File: src/rtl/scsi_core_pkg.sv
package scsi_core_pkg;

  localparam int DATA_W  = 8;
  localparam int SEQ_W   = 3;
  localparam int STAT_W  = 7;
  localparam int TC_BIT  = 4;

  // register offsets
  localparam logic [3:0] ADDR_CNT_LO  = 4'h0;
  localparam logic [3:0] ADDR_CNT_MID = 4'h1;
  localparam logic [3:0] ADDR_FIFO    = 4'h2;
  localparam logic [3:0] ADDR_CMD     = 4'h3;
  localparam logic [3:0] ADDR_STAT    = 4'h4;
  localparam logic [3:0] ADDR_INTR    = 4'h5;
  localparam logic [3:0] ADDR_SEQ     = 4'h6;
  localparam logic [3:0] ADDR_LEVEL   = 4'h7;
  localparam logic [3:0] ADDR_CFG1    = 4'h8;
  localparam logic [3:0] ADDR_SPARE0  = 4'hB;

  // opcodes (command bits 6:0)
  localparam logic [6:0] OP_NOP     = 7'h00;
  localparam logic [6:0] OP_FLUSH   = 7'h01;
  localparam logic [6:0] OP_SWRST   = 7'h02;
  localparam logic [6:0] OP_BUSRST  = 7'h03;
  localparam logic [6:0] OP_XFER    = 7'h10;
  localparam logic [6:0] OP_INITCC  = 7'h11;
  localparam logic [6:0] OP_MSGOK   = 7'h12;
  localparam logic [6:0] OP_PAD     = 7'h18;
  localparam logic [6:0] OP_SEL     = 7'h41;
  localparam logic [6:0] OP_SEL_ATN = 7'h42;
  localparam logic [6:0] OP_SEL_STP = 7'h43;

  // interrupt codes
  localparam logic [7:0] IRQ_FUNC_DONE = 8'h08;
  localparam logic [7:0] IRQ_BUS_SVC   = 8'h10;
  localparam logic [7:0] IRQ_DISCON    = 8'h20;
  localparam logic [7:0] IRQ_BUS_RST   = 8'h80;

  // effect of one command byte on the core state
  typedef struct packed {
    logic              flush;
    logic              soft_rst;
    logic              raise;
    logic              start_dma;
    logic              wr_intr;
    logic [7:0]        intr;
    logic              wr_seq;
    logic [SEQ_W-1:0]  seq;
    logic [STAT_W-1:0] stat_keep;
    logic [STAT_W-1:0] stat_set;
  } cmd_fx_t;

endpackage

File: src/rtl/scsi_byte_fifo.sv
module scsi_byte_fifo #(
  parameter int DEPTH = 16,
  parameter int WIDTH = 8,
  localparam int PTR_W = $clog2(DEPTH),
  localparam int CNT_W = $clog2(DEPTH + 1)
) (
  input  logic             clk,
  input  logic             rst_n,
  input  logic             clear,
  input  logic             push,
  input  logic             pop,
  input  logic [WIDTH-1:0] din,
  output logic [WIDTH-1:0] dout,
  output logic [CNT_W-1:0] count,
  output logic             ovf
);

  localparam logic [CNT_W-1:0] LIMIT = CNT_W'(DEPTH - 1);

  logic [WIDTH-1:0] mem [DEPTH];
  logic [PTR_W-1:0] wptr, rptr;
  logic             full;

  assign full = (count == LIMIT);
  assign dout = mem[rptr];

  always_ff @(posedge clk) begin
    if (clear) begin
      wptr  <= '0;
      rptr  <= '0;
      count <= '0;
      ovf   <= 1'b0;
    end else begin
      ovf <= push && full;
      if (push && !full) begin
        mem[wptr] <= din;
        wptr      <= wptr + 1'b1;
        count     <= count + 1'b1;
      end else if (pop && count != '0) begin
        count <= count - 1'b1;
        if (count == CNT_W'(1)) begin
          rptr <= '0;
          wptr <= '0;
        end else begin
          rptr <= rptr + 1'b1;
        end
      end
    end
  end

  AST_FIFO_CAP: assert property (@(posedge clk) disable iff (!rst_n)
    count <= LIMIT);
  AST_FIFO_FULL_HOLD: assert property (@(posedge clk) disable iff (!rst_n)
    (push && full && !pop && !clear) |=> (ovf && $stable(count)));

endmodule

File: src/rtl/scsi_cmd_decode.sv
module scsi_cmd_decode
  import scsi_core_pkg::*;
(
  input  logic [7:0] cmd_byte,
  input  logic       tgt_present,
  input  logic       dev_len_nz,
  input  logic       dev_dir_in,
  input  logic       quiet_busrst,
  output cmd_fx_t    fx
);

  logic is_dma;
  assign is_dma = cmd_byte[7];

  always_comb begin
    fx           = '0;
    fx.stat_keep = '1;
    case (cmd_byte[6:0])
      OP_FLUSH: begin
        fx.flush   = 1'b1;
        fx.wr_intr = 1'b1;
        fx.intr    = IRQ_FUNC_DONE;
        fx.wr_seq  = 1'b1;
      end
      OP_SWRST:  fx.soft_rst = 1'b1;
      OP_BUSRST: begin
        fx.wr_intr = 1'b1;
        fx.intr    = IRQ_BUS_RST;
        fx.raise   = !quiet_busrst;
      end
      OP_XFER: begin
        if (is_dma) begin
          fx.start_dma         = 1'b1;
          fx.stat_keep[TC_BIT] = 1'b0;
        end
      end
      OP_INITCC: begin
        fx.stat_set         = 7'h07;
        fx.stat_set[TC_BIT] = is_dma;
        fx.wr_intr          = 1'b1;
        fx.intr             = IRQ_FUNC_DONE;
        fx.raise            = 1'b1;
      end
      OP_MSGOK: begin
        fx.wr_intr = 1'b1;
        fx.intr    = IRQ_DISCON;
        fx.wr_seq  = 1'b1;
        fx.raise   = 1'b1;
      end
      OP_PAD: begin
        fx.stat_keep = '0;
        fx.stat_set  = 7'h10;
        fx.wr_intr   = 1'b1;
        fx.intr      = IRQ_FUNC_DONE;
        fx.wr_seq    = 1'b1;
      end
      OP_SEL, OP_SEL_ATN, OP_SEL_STP: begin
        fx.flush   = 1'b1;
        fx.raise   = 1'b1;
        fx.wr_intr = 1'b1;
        fx.wr_seq  = 1'b1;
        if (!tgt_present) begin
          fx.stat_keep = '0;
          fx.intr      = IRQ_DISCON;
        end else begin
          fx.intr = IRQ_BUS_SVC | IRQ_FUNC_DONE;
          fx.seq  = SEQ_W'(4);
          if (cmd_byte[6:0] == OP_SEL_STP) begin
            fx.stat_keep = '0;
            fx.stat_set  = 7'h12;
          end else if (dev_len_nz) begin
            fx.stat_keep = '0;
            fx.stat_set  = {6'h08, dev_dir_in};
          end
        end
      end
      default: ;
    endcase
  end

endmodule

File: src/rtl/scsi_reg_core.sv
module scsi_reg_core
  import scsi_core_pkg::*;
#(
  parameter int         FIFO_DEPTH = 16,
  parameter logic [7:0] CHIP_ID    = 8'h12,
  parameter logic [7:0] CFG1_RST   = 8'h07
) (
  input  logic        clk,
  input  logic        rst_n,
  input  logic        bus_valid,
  input  logic        bus_write,
  input  logic [3:0]  bus_addr,
  input  logic [7:0]  bus_wdata,
  output logic        rd_valid,
  output logic [7:0]  rd_data,
  input  logic        tgt_present,
  input  logic        dev_len_nz,
  input  logic        dev_dir_in,
  output logic        dma_start,
  output logic [16:0] dma_len,
  input  logic        dma_done,
  output logic        fifo_ovf,
  output logic        irq
);

  localparam int N_SPARE  = 5;               // offsets 0xB..0xF
  localparam int ID_SLOT  = 3;               // 0xE inside the spare block
  localparam int CNT_W    = $clog2(FIFO_DEPTH + 1);
  localparam logic [16:0] FULL_SPAN = 17'h10000;

  logic [7:0]        lo_r, mid_r, lo_w, mid_w, cmd_q, intr_q, cfg1_q;
  logic [STAT_W-1:0] stat_q;
  logic [SEQ_W-1:0]  seq_q;
  logic              irq_q, busy_q, start_q;
  logic [16:0]       len_q;
  logic [7:0]        spare_q [N_SPARE];

  logic [7:0]        lo_rn, mid_rn, lo_wn, mid_wn, cmd_n, intr_n, cfg1_n;
  logic [STAT_W-1:0] stat_n;
  logic [SEQ_W-1:0]  seq_n;
  logic              irq_n, busy_n, start_n;
  logic [16:0]       len_n;
  logic [7:0]        spare_n [N_SPARE];

  logic              rd_req, wr_req, cmd_wr, soft_rst, fifo_clr;
  logic [2:0]        sp_idx;
  logic [7:0]        view;
  logic [7:0]        fifo_dout;
  logic [CNT_W-1:0]  fifo_cnt;
  cmd_fx_t           fx;

  assign rd_req   = bus_valid && !bus_write;
  assign wr_req   = bus_valid && bus_write;
  assign cmd_wr   = wr_req && bus_addr == ADDR_CMD;
  assign soft_rst = cmd_wr && fx.soft_rst;
  assign fifo_clr = !rst_n || soft_rst || (cmd_wr && fx.flush);
  assign sp_idx   = 3'(bus_addr - ADDR_SPARE0);

  scsi_cmd_decode u_decode (
    .cmd_byte     (bus_wdata),
    .tgt_present  (tgt_present),
    .dev_len_nz   (dev_len_nz),
    .dev_dir_in   (dev_dir_in),
    .quiet_busrst (cfg1_q[6]),
    .fx           (fx)
  );

  scsi_byte_fifo #(.DEPTH(FIFO_DEPTH), .WIDTH(DATA_W)) u_fifo (
    .clk   (clk),
    .rst_n (rst_n),
    .clear (fifo_clr),
    .push  (wr_req && bus_addr == ADDR_FIFO),
    .pop   (rd_req && bus_addr == ADDR_FIFO),
    .din   (bus_wdata),
    .dout  (fifo_dout),
    .count (fifo_cnt),
    .ovf   (fifo_ovf)
  );

  // read view
  always_comb begin
    case (bus_addr)
      ADDR_CNT_LO:  view = lo_r;
      ADDR_CNT_MID: view = mid_r;
      ADDR_FIFO:    view = fifo_dout;
      ADDR_CMD:     view = cmd_q;
      ADDR_STAT:    view = {irq_q, stat_q};
      ADDR_INTR:    view = intr_q;
      ADDR_SEQ:     view = 8'(seq_q);
      ADDR_LEVEL:   view = 8'(fifo_cnt);
      ADDR_CFG1:    view = cfg1_q;
      4'hB, 4'hC, 4'hD, 4'hE, 4'hF: view = spare_q[sp_idx];
      default:      view = '0;
    endcase
  end

  // next state
  always_comb begin
    lo_rn = lo_r;  mid_rn = mid_r;  lo_wn = lo_w;  mid_wn = mid_w;
    cmd_n = cmd_q; intr_n = intr_q; cfg1_n = cfg1_q;
    stat_n = stat_q; seq_n = seq_q; irq_n = irq_q;
    busy_n = busy_q; start_n = 1'b0; len_n = len_q;
    for (int i = 0; i < N_SPARE; i++) spare_n[i] = spare_q[i];

    if (rd_req && bus_addr == ADDR_INTR) begin
      intr_n         = '0;
      stat_n[TC_BIT] = 1'b0;
      seq_n          = SEQ_W'(4);
      irq_n          = 1'b0;
    end

    if (wr_req) begin
      case (bus_addr)
        ADDR_CNT_LO:  begin lo_wn  = bus_wdata; stat_n[TC_BIT] = 1'b0; end
        ADDR_CNT_MID: begin mid_wn = bus_wdata; stat_n[TC_BIT] = 1'b0; end
        ADDR_CMD: begin
          cmd_n = bus_wdata;
          if (bus_wdata[7]) begin
            lo_rn  = lo_w;
            mid_rn = mid_w;
          end
          stat_n = (stat_q & fx.stat_keep) | fx.stat_set;
          if (fx.wr_intr) intr_n = fx.intr;
          if (fx.wr_seq)  seq_n  = fx.seq;
          if (fx.raise)   irq_n  = 1'b1;
          if (fx.start_dma) begin
            busy_n  = 1'b1;
            start_n = 1'b1;
            len_n   = ({mid_w, lo_w} == 16'h0) ? FULL_SPAN : {1'b0, mid_w, lo_w};
          end
        end
        ADDR_CFG1: cfg1_n = bus_wdata;
        4'hB, 4'hC, 4'hD, 4'hE, 4'hF: spare_n[sp_idx] = bus_wdata;
        default: ;
      endcase
    end

    if (dma_done && busy_q) begin
      busy_n         = 1'b0;
      stat_n[TC_BIT] = 1'b1;
      intr_n         = IRQ_BUS_SVC;
      seq_n          = '0;
      lo_rn          = '0;
      mid_rn         = '0;
      irq_n          = 1'b1;
    end
  end

  always_ff @(posedge clk) begin
    if (!rst_n || soft_rst) begin
      lo_r <= '0; mid_r <= '0; lo_w <= '0; mid_w <= '0;
      cmd_q <= '0; intr_q <= '0; cfg1_q <= CFG1_RST;
      stat_q <= '0; seq_q <= '0; irq_q <= 1'b0;
      busy_q <= 1'b0; start_q <= 1'b0; len_q <= '0;
      rd_valid <= 1'b0; rd_data <= '0;
      for (int i = 0; i < N_SPARE; i++) spare_q[i] <= (i == ID_SLOT) ? CHIP_ID : 8'h00;
    end else begin
      lo_r <= lo_rn; mid_r <= mid_rn; lo_w <= lo_wn; mid_w <= mid_wn;
      cmd_q <= cmd_n; intr_q <= intr_n; cfg1_q <= cfg1_n;
      stat_q <= stat_n; seq_q <= seq_n; irq_q <= irq_n;
      busy_q <= busy_n; start_q <= start_n; len_q <= len_n;
      rd_valid <= rd_req;
      rd_data  <= view;
      for (int i = 0; i < N_SPARE; i++) spare_q[i] <= spare_n[i];
    end
  end

  assign irq       = irq_q;
  assign dma_start = start_q;
  assign dma_len   = len_q;

  AST_READ_RETURNS: assert property (@(posedge clk) disable iff (!rst_n)
    rd_req |=> rd_valid);
  AST_STAT_MIRRORS_IRQ: assert property (@(posedge clk) disable iff (!rst_n)
    (rd_req && bus_addr == ADDR_STAT) |=> (rd_data[7] == $past(irq)));
  AST_INTR_READ_DROPS_IRQ: assert property (@(posedge clk) disable iff (!rst_n)
    (rd_req && bus_addr == ADDR_INTR && !dma_done) |=> !irq);
  AST_QUIET_BUSRST: assert property (@(posedge clk) disable iff (!rst_n)
    (cmd_wr && bus_wdata[6:0] == OP_BUSRST && cfg1_q[6] && !irq && !dma_done) |=> !irq);
  AST_START_ONE_CYCLE: assert property (@(posedge clk) disable iff (!rst_n)
    dma_start |=> !dma_start);

endmodule

File: config.mk
export PLATFORM = sky130hd
export DESIGN_NAME = scsi_reg_core
export DESIGN_NICKNAME = d
export VERILOG_FILES = /design/src/rtl/scsi_core_pkg.sv /design/src/rtl/scsi_byte_fifo.sv /design/src/rtl/scsi_cmd_decode.sv /design/src/rtl/scsi_reg_core.sv
export SDC_FILE = /design/constraint.sdc
export NUM_CORES = 1
export LEC_CHECK = 0
export BUFFER_PORTS_ARGS = -buffer_cell sky130_fd_sc_hd__buf_2
export CAP_MARGIN = 20
export CELL_PAD_IN_SITES_DETAIL_PLACEMENT = 0
export CELL_PAD_IN_SITES_GLOBAL_PLACEMENT = 1
export CORE_MARGIN = 1
export CORE_UTILIZATION = 45
export DETAILED_ROUTE_END_ITERATION = 10
export PLACE_DENSITY_LB_ADDON = 0.1
export SYNTH_ARGS = -nofsm -noshare
export SYNTH_HDL_FRONTEND = slang
export SYNTH_SLANG_ARGS = --single-unit
File: constraint.sdc
create_clock -name clk -period 2.8 [get_ports clk]
set_clock_uncertainty 0.15 [all_clocks]
set_input_delay 0 -clock clk [delete_from_list [all_inputs] [get_ports clk]]
set_output_delay 0 -clock clk [all_outputs]
set_load 0.05 [all_outputs]
---- After elaboration in Yosys (flattened, before gate mapping) ----
Memory sizes are Yosys's and may differ from the RTL's. A register that Yosys moved wholly into a read port is not among the register bits.
Cells that the tools add are included.
Widths: inputs -> output; s select.
storage, ports and cells
  ROM bits ................................ 0
  latch bits .............................. 0
  memories ................................ 2
  output and inout port bits .............. 29
  bits in writable memories ............... 168
  word-level logic and storage cells ...... 172
  input port bits ......................... 20
  register bits after elaboration ......... 109
memories
  name        depth  width  rd ports  clocked after Yosys merged registers in  wr ports  line                  source
  u_fifo.mem  16     8      1         1                                        1         scsi_byte_fifo.sv:20  logic [WIDTH-1:0] mem [DEPTH];
  spare_q     5      8      6         0                                        5         scsi_reg_core.sv:36   logic [7:0] spare_q [N_SPARE];
operators by class
  shifts and indexed selects .............. 0
  equality and inequality tests ........... 25
  $add $sub $neg .......................... 5
  reductions and logical operators ........ 41
  muxes and demuxes ....................... 65
  divide/modulo/power cells ............... 0
  multiply operators ...................... 0
  bitwise gates (word level) .............. 11
  order comparisons ....................... 2
operators with widths
  cell                number
  $mux 40             2
  $mux 8              10
  $pmux 8 s10         1
  $bwmux 40           1
  $pmux 9 s4          1
  $eq 7x5->1 const B  4
  $mux 14             2
  $mux 4              7
  $demux 8 s3         1
  $eq 4x4->1 const B  6
  $eq 7x7->1 const B  3
  $pmux 7 s3          1
  $mux 1              20
  $mux 5              4
  $mux 3              6
  $mux 17             1
  $eq 4x3->1 const B  4
  $logic_not 16->1    1
  $eq 7x2->1 const B  2
  $mux 7              2
  $logic_and 1x1->1   13
  $reduce_and 2->1    6
  $reduce_or 5->1     2
  $reduce_or 3->1     3
  30 further kinds    46

---- Depth between registers and ports, before layout ----
Gate-level depths: netlist of run 1.
  depth after elaboration ................. 10
  mapped depth ............................ 10
  gate-level depth less buffers ........... 7

---- Hierarchy ----
A second synthesis of run 1 with hierarchy kept.
second synthesis, totals
  cells, all modules ...................... 1083
  area, all modules ....................... 12218.0 um2
modules (own cells, without submodules)
  module           instances  sequential area each (um2)  cells an instance  area an instance (um2)
  scsi_reg_core    1          2702.6                      685                5928.2
  scsi_byte_fifo   1          4204.0                      329                5820.6
  scsi_cmd_decode  1          0.0                         69                 469.2

---- Worst setup path before layout of run 1 ----
Ideal clock, no wire load.
  kind .................................... in2reg
  start ................................... in bus_addr[0]
  end ..................................... mem u_fifo.mem[15][0] (enable)
  data required time ...................... 2255 ps
  buffers on the path ..................... 3
  arrival ................................. 2408 ps
  library setup time ...................... 395 ps
  cell stages on the path ................. 8
  path slack .............................. -153 ps
  path through ............................ buf_2 > inv_1 > ha_1 > or3b_1 > buf_6 > or3_1 > buf_6 > nor4_1
between the ends
  longest elaborated chain between the ends .. 7
  elaborated cells between the ends (all ways) .. 12
  those cells by class .................... 2 x eq/ne; 3 x mux; 7 x reduce/logical
ends and longest elaborated chain
  what                              line                  source
  start, declared                   scsi_reg_core.sv:12   input logic [3:0] bus_addr,
  $eq 4x2->1                        scsi_reg_core.sv:54   assign cmd_wr = wr_req && bus_addr == ADDR_CMD;
  $logic_and 1x1->1                 scsi_reg_core.sv:54
  $logic_and 1x1->1                 scsi_reg_core.sv:55   assign soft_rst = cmd_wr && fx.soft_rst;
  $logic_or 1x1->1 (2 in series)    scsi_reg_core.sv:56   assign fifo_clr = !rst_n || soft_rst || (cmd_wr && fx.flush);
  $mux 1 (*)                        scsi_byte_fifo.sv:28  if (clear) begin
  $mux 1 (not written as such) (*)  scsi_byte_fifo.sv:36  mem[wptr] <= din;
  end, declared                     scsi_byte_fifo.sv:20
Every way passes the cells marked *; elsewhere a longest branch is shown, timed or not.

---- Final worst setup path of run 1 ----
  start ................................... in bus_addr[0]
  end ..................................... mem u_fifo.mem[0][4] (enable)
The elaborated chain is that of the path after synthesis.

==> results.sh, run 1 <==
export IMPL_outcome="completed"
export IMPL_r2r_cells=7
export IMPL_drtAntennaViolNets=0
export IMPL_swShare=0.222
export IMPL_synth_nets=1062
export IMPL_synth_flop_cell="dfxtp_1"
export IMPL_synth_edf_count=128
export IMPL_syn2layout_area_growth_pct=20.3
export IMPL_dp_cells=1402
export IMPL_timing_rr_end="u_fifo.mem[0][4]$_DFFE_PP_"
export IMPL_setup_worst_path_start="bus_addr[0]"
export IMPL_core_area_sq_um=26000
export IMPL_synth_area_leaders="edfxtp_1 (32%), dfxtp_1 (26%), mux4_2 (6.8%), mux2i_1 (5.0%), nand2_1 (4.3%)"
export IMPL_fmax_mhz=382
export IMPL_cts_root_buf="clkbuf_16"
export IMPL_largest_reg_flops=128
export IMPL_synth_area_per_cell_sq_um=11.6
export IMPL_cts_tree="built"
export IMPL_drtIter0Drc=729
export IMPL_critPathCaptureType="register"
export IMPL_worst_endpoint_arrival_ps=2740
export IMPL_routedLengthMet1_mm=16.2
export IMPL_met2_length_mm=14.8
export IMPL_cp_endpoint="u_fifo.mem[0][4]$_DFFE_PP_"
export IMPL_p_leak_nw=5.02
export IMPL_finalSetupTns_ps=0
export IMPL_stdcell_count=1500
export IMPL_finalCriticalPeriod_ps=2620
export IMPL_setup_viol=0
export IMPL_crit_fanout=8
export IMPL_grt_pass1_vias=8246
export IMPL_drive_gt1_frac=0.197
export IMPL_synth_cell_types=69
export IMPL_rsz0062_at_grt="false"
export IMPL_synth_commonest_cells="dfxtp_1 (153), nand2_1 (137), edfxtp_1 (128)"
export IMPL_h_tree_depth=1
export IMPL_ctsLongestPathBuffers=3
export IMPL_period_share=0.936
export IMPL_yosysTopAreaCell="edfxtp_1"
export IMPL_finalHoldViolCount=0
export IMPL_synth_top_area_share=0.323
export IMPL_grt_pass1_wl_mm=51.4
export IMPL_routed_wl_mm=33.5
export IMPL_r2r_start="u_fifo.count[0]$_SDFFE_PP0P_"
export IMPL_clk_pin_slew_ps=60
export IMPL_maxSlewViolCount=0
export IMPL_die_area_sq_um=27100
export IMPL_final_nets=1174
export IMPL_via_count=8568
export IMPL_synth_most_common_cell="dfxtp_1"
export IMPL_syn_inst=1028
export IMPL_grt_overflow=0
export IMPL_rows=59
export IMPL_final_core_util=0.551
export IMPL_wire_per_inst_um=22.3
export IMPL_ys_ff_latch=281
export IMPL_cts_buffers_inserted=30
export IMPL_drcViolationCount=0
export IMPL_place_congestion=0.832
export IMPL_start_util=0.458
export IMPL_async_reset_ff_frac=0
export IMPL_seq_area_frac_synth=0.580
export IMPL_die_h_um=165
export IMPL_numClockSinks=281
export IMPL_firstDrtPassIters=6
export IMPL_clk_latency_ps=550
export IMPL_power_density_nw_per_um2=625
export IMPL_worstSetupStartpointType="input pin"
export IMPL_dp_hpwl_mm=22.2
export IMPL_ir_drop_mv=0.505
export IMPL_post_place_ws_ps=254
export IMPL_via_per_inst=5.71
export IMPL_power_frac_seq=0.481
export IMPL_grt_usage=0.255
export IMPL_grt_max_degree=49
export IMPL_p_int_mw=6.95
export IMPL_tightest_slew_ps=742
export IMPL_p_sw_mw=1.99
export IMPL_worstSetupPathType="input pin to register"
export IMPL_required_ps=2920
export IMPL_power_frac_comb=0.048
export IMPL_synth_warnings=0
export IMPL_pwr_share_clk=0.470
export IMPL_slew_headroom=0.505
export IMPL_top_layer="met4"
export IMPL_setup_ws_ps=180
export IMPL_regMostFlops="u_fifo.mem"
export IMPL_ios=49
export IMPL_ff2ff_setup_slack_ps=200
export IMPL_antenna_found_initial=0
export IMPL_syn_area_sq_um=11900
export IMPL_total_power_mw=8.94
export IMPL_port_buffers=48
export IMPL_holdCritPathClass="input pin to register"
export IMPL_met3_length_mm=1.83
export IMPL_max_cap_viol_count=0
export IMPL_die_width_um=165
## metal layers
metal | GRT usage | up-vias
li1 | - | 4028
met1 | 0.387 | 4235
met2 | 0.386 | 263
met3 | 0.0362 | 42
met4 | 0.0517 | 0
met5 | 0 | -
## logic make-up (layout without fill, tap and decap cells)
| logic type | Yosys count | after routing | share of synthesized area |
|---|---|---|---|
| buffers and inverters | 86 | 222 | 0.0322 |
| AND/OR/NAND/NOR | 365 | 365 | 0.151 |
| AO/OA/AOI/OAI | 180 | 180 | 0.0979 |
| flip-flops | 281 | 281 | 0.580 |
| other | 0 | 1 | 0 |
| adder cells (fa/ha/maj) | 14 | 14 | 0.0147 |
| XOR/XNOR | 4 | 4 | 0.00294 |
| multiplexers | 98 | 98 | 0.121 |
## through the flow
step,instance area (sq um),hold WS [ps]
finish,14300,27.8
global route,14300,42.7
CTS,14300,6.98
detailed placement,12800,207
global placement,12800,199
floorplan,11900,-51.1
## final cells by class
class                      instances  area, sq um
antenna                            1         2.50
clock buffer                      36          805
clock inverter                    20          258
fill                            2297        11700
inverter                          13         48.8
multi-input combinational        661         4660
sequential                       281         6910
tap                              335          419
timing repair buffer             153         1210
## worst max-delay path, stage by stage
cell and delay (ps):
buf_2 100, dlygate4sd3_1 580, inv_1 140, ha_1 250, or3b_1 550, nor3_4 300
nand4_1 310, nor3_1 280, buf_4 210
## power by group through the flow
stage	logic [mW]	registers [mW]	clock network [mW]
after floorplan	0.189	4.41	0
after global placement	0.396	4.39	0
after detailed placement	0.398	4.39	0
after CTS	0.429	4.30	4.28
after global routing	0.460	4.30	4.41
final	0.434	4.30	4.21
## worst min-delay path by stage
stage,from,endpoint,slack (ps),cells after the start
6_report,bus_wdata[4],u_fifo.mem[7][4]$_DFFE_PP_,30,2
3_5_place_dp,dma_done,irq$_SDFF_PP0_,210,3
2_1_floorplan,bus_wdata[0],u_fifo.mem[0][0]$_DFFE_PP_,-50,0
3_3_place_gp,dma_done,irq$_SDFF_PP0_,200,3
5_1_grt,bus_wdata[4],u_fifo.mem[7][4]$_DFFE_PP_,40,2
4_1_cts,bus_wdata[4],u_fifo.mem[1][4]$_DFFE_PP_,7,2
## layout by cell type (no fill, tap or decap), types with 20 or more instances in the layout
master,netlist,routed
a21oi_1,79,79
a22oi_1,20,20
buf_2,21,48
buf_4,5,59
clkbuf_16,0,31
dfxtp_1,153,152
dlygate4sd3_1,0,38
edfxtp_1,128,128
mux2i_1,59,59
mux4_2,36,36
nand2_1,137,137
nand3_1,48,48
nor2_1,75,75
## repair_timing
action	in CTS	in global routing
hold endpoints to repair	178	0
buffers inserted	0	2
hold buffers	40	0
setup endpoints to repair	0	1
resized for setup	0	4
No activity file was read; power rests on OpenSTA's default activity.
==> run 2, diff against run 1 <==
- CAP_MARGIN: 20 -> default
- PLACE_DENSITY: default -> 0.8
- PLACE_DENSITY_LB_ADDON: 0.1 -> default
==> results.sh, run 2 (synthesis gave the netlist of run 1 again) <==
export IMPL_antenna_found_initial=0
export IMPL_grt_usage=0.231
export IMPL_worstSetupPathType="input pin to register"
export IMPL_grt_overflow=0
export IMPL_slew_headroom=0.551
export IMPL_ctsLongestPathBuffers=3
export IMPL_period_share=0.940
export IMPL_finalCriticalPeriod_ps=2630
export IMPL_via_per_inst=5.81
export IMPL_setup_viol=0
export IMPL_port_buffers=48
export IMPL_cp_num_buf_inv=5
export IMPL_core_area_sq_um=26000
export IMPL_fin_hold_ws_ps=18.4
export IMPL_ir_drop_mv=0.461
export IMPL_start_util=0.458
export IMPL_largest_reg_flops=128
export IMPL_grt_pass1_vias=8028
export IMPL_cts_root_buf="clkbuf_16"
export IMPL_holdCritPathClass="input pin to register"
export IMPL_rows=59
export IMPL_crit_fanout=41
export IMPL_finalSetupTns_ps=0
export IMPL_crit_path_top_delay_cell="dlygate4sd3_1"
export IMPL_grt_max_degree=48
export IMPL_firstDrtPassIters=5
export IMPL_h_tree_depth=1
export IMPL_outcome="completed"
export IMPL_via_count=8577
export IMPL_tightest_slew_ps=668
export IMPL_die_area_sq_um=27100
export IMPL_maxSlewViolCount=0
export IMPL_drtIter0Drc=813
export IMPL_regMostFlops="u_fifo.mem"
export IMPL_fillers=2233
export IMPL_rsz0062_at_grt="false"
export IMPL_routed_wl_mm=31.0
export IMPL_cts_tree="built"
export IMPL_required_ps=3060
export IMPL_p_leak_nw=4.85
export IMPL_syn2layout_area_growth_pct=16.8
export IMPL_fmax_mhz=380
export IMPL_cts_buffers_inserted=29
export IMPL_power_density_nw_per_um2=603
export IMPL_ctsResizeCount=0
export IMPL_die_h_um=165
export IMPL_slowest_delay_ps=660
export IMPL_place_congestion=0.806
export IMPL_die_width_um=165
export IMPL_max_cap_viol_count=0
export IMPL_layout_commonest_cell="dfxtp_1"
export IMPL_dp_hpwl_mm=20.6
export IMPL_final_cell_mix="dfxtp_1 (152), nand2_1 (137), edfxtp_1 (128)"
export IMPL_drive_gt1_frac=0.186
export IMPL_worst_endpoint_arrival_ps=2890
export IMPL_clk_latency_ps=550
export IMPL_grt_busiest_layer="met1"
export IMPL_drtAntennaViolNets=0
export IMPL_final_nets=1151
export IMPL_final_core_util=0.535
export IMPL_grt_pass1_wl_mm=47.5
export IMPL_worstPathCellList="dlygate4sd3_1 > buf_2 > nor4bb_4 > dlygate4sd3_1 > nand2_2 > buf_4 > o31ai_4 > buf_4 > nor2_1"
export IMPL_grtUsageMet3=0.0382
export IMPL_use_met1=0.354
export IMPL_finalHoldViolCount=0
export IMPL_critPathTopFamily="buffers and inverters"
export IMPL_antennaDiodeCount=0
export IMPL_wire_per_inst_um=21.0
export IMPL_drcViolationCount=0
export IMPL_post_cts_setup_buffers=0
export IMPL_use_met2=0.340
export IMPL_numClockSinks=281
export IMPL_clk_pin_slew_ps=60
export IMPL_critPathCaptureType="register"
export IMPL_worstSetupStartpointType="input pin"
export IMPL_total_power_mw=8.39
export IMPL_ios=49
==> run 2: cell types whose count changed in the layout (fill, tap and decap cells not counted), moves of 2 or more <==
| cell | previous run | this run |
|---|---|---|
| clkinvlp_4 | 5 | 0 |
| dlygate4sd3_1 | 38 | 25 |
| buf_12 | 7 | 3 |
| clkbuf_8 | 1 | 8 |
| bufinv_16 | 5 | 0 |
| clkbuf_16 | 31 | 29 |
| clkbuf_1 | 4 | 10 |
| buf_4 | 59 | 55 |
==> run 2: worst paths after layout <==
check                                     end  cells after the start  slack (ps)                    startpoint
setup reg to reg  u_fifo.mem[15][6]$_DFFE_PP_                      6         290  u_fifo.count[0]$_SDFFE_PP0P_
setup / recovery         dma_start$_SDFF_PP0_                      9         170                   bus_addr[2]
hold reg to reg      dma_len[16]$_SDFFE_PP0P_                      2         300      dma_len[16]$_SDFFE_PP0P_
hold / removal     spare_q[1][6]$_SDFFE_PP0P_                      5          20                   bus_addr[0]
==> run 2: what timing repair did <==
item / CTS / global route
setup endpoints to repair: 0 / 0
hold endpoints to repair: 160 / 0
hold buffers: 25 / 0
==> run 2: report_power, final <==
group / total, mW / internal (mW) / switching [mW]
sequential: 4.30 / 4.30 / 0.00713
combinational: 0.408 / 0.126 / 0.282
clock: 3.68 / 2.13 / 1.55
==> run 2: layout make-up <==
cell class                      count  area, sq um  area share
Sequential cell                   281         6910       0.497
Multi-Input combinational cell    661         4650       0.334
Clock inverter                      7         45.0     0.00324
Tap cell                          335          419      0.0301
Inverter                           13         48.8     0.00351
Timing Repair Buffer              131          963      0.0693
Clock buffer                       47          873      0.0628
==> run 2: worst register-to-register path, stage by stage, from the launching register on <==
cell and delay [ps]:
dfxtp_1 360, ha_1 230, and3_1 180, ha_1 230
or3_1 540, nor4_2 290, buf_4 230
==> run 2: stage by stage <==
| step | instance area, sq um | setup slack, ps | instances |
|---|---|---|---|
| 2_1_floorplan | 11900 | 69.1 | 1028 |
| 3_3_place_gp | 12700 | 374 | 1396 |
| 3_5_place_dp | 12700 | 308 | 1396 |
| 4_1_cts | 13900 | 212 | 1475 |
| 5_1_grt | 13900 | 52.0 | 1475 |
| 6_report | 13900 | 168 | 1475 |
==> run 2: metal layers <==
layer  part of all wire  up-vias
li1                   -     3970
met1               0.47     4248
met2               0.44      321
met4              0.019        0
met3              0.073       38
met5                  0        -
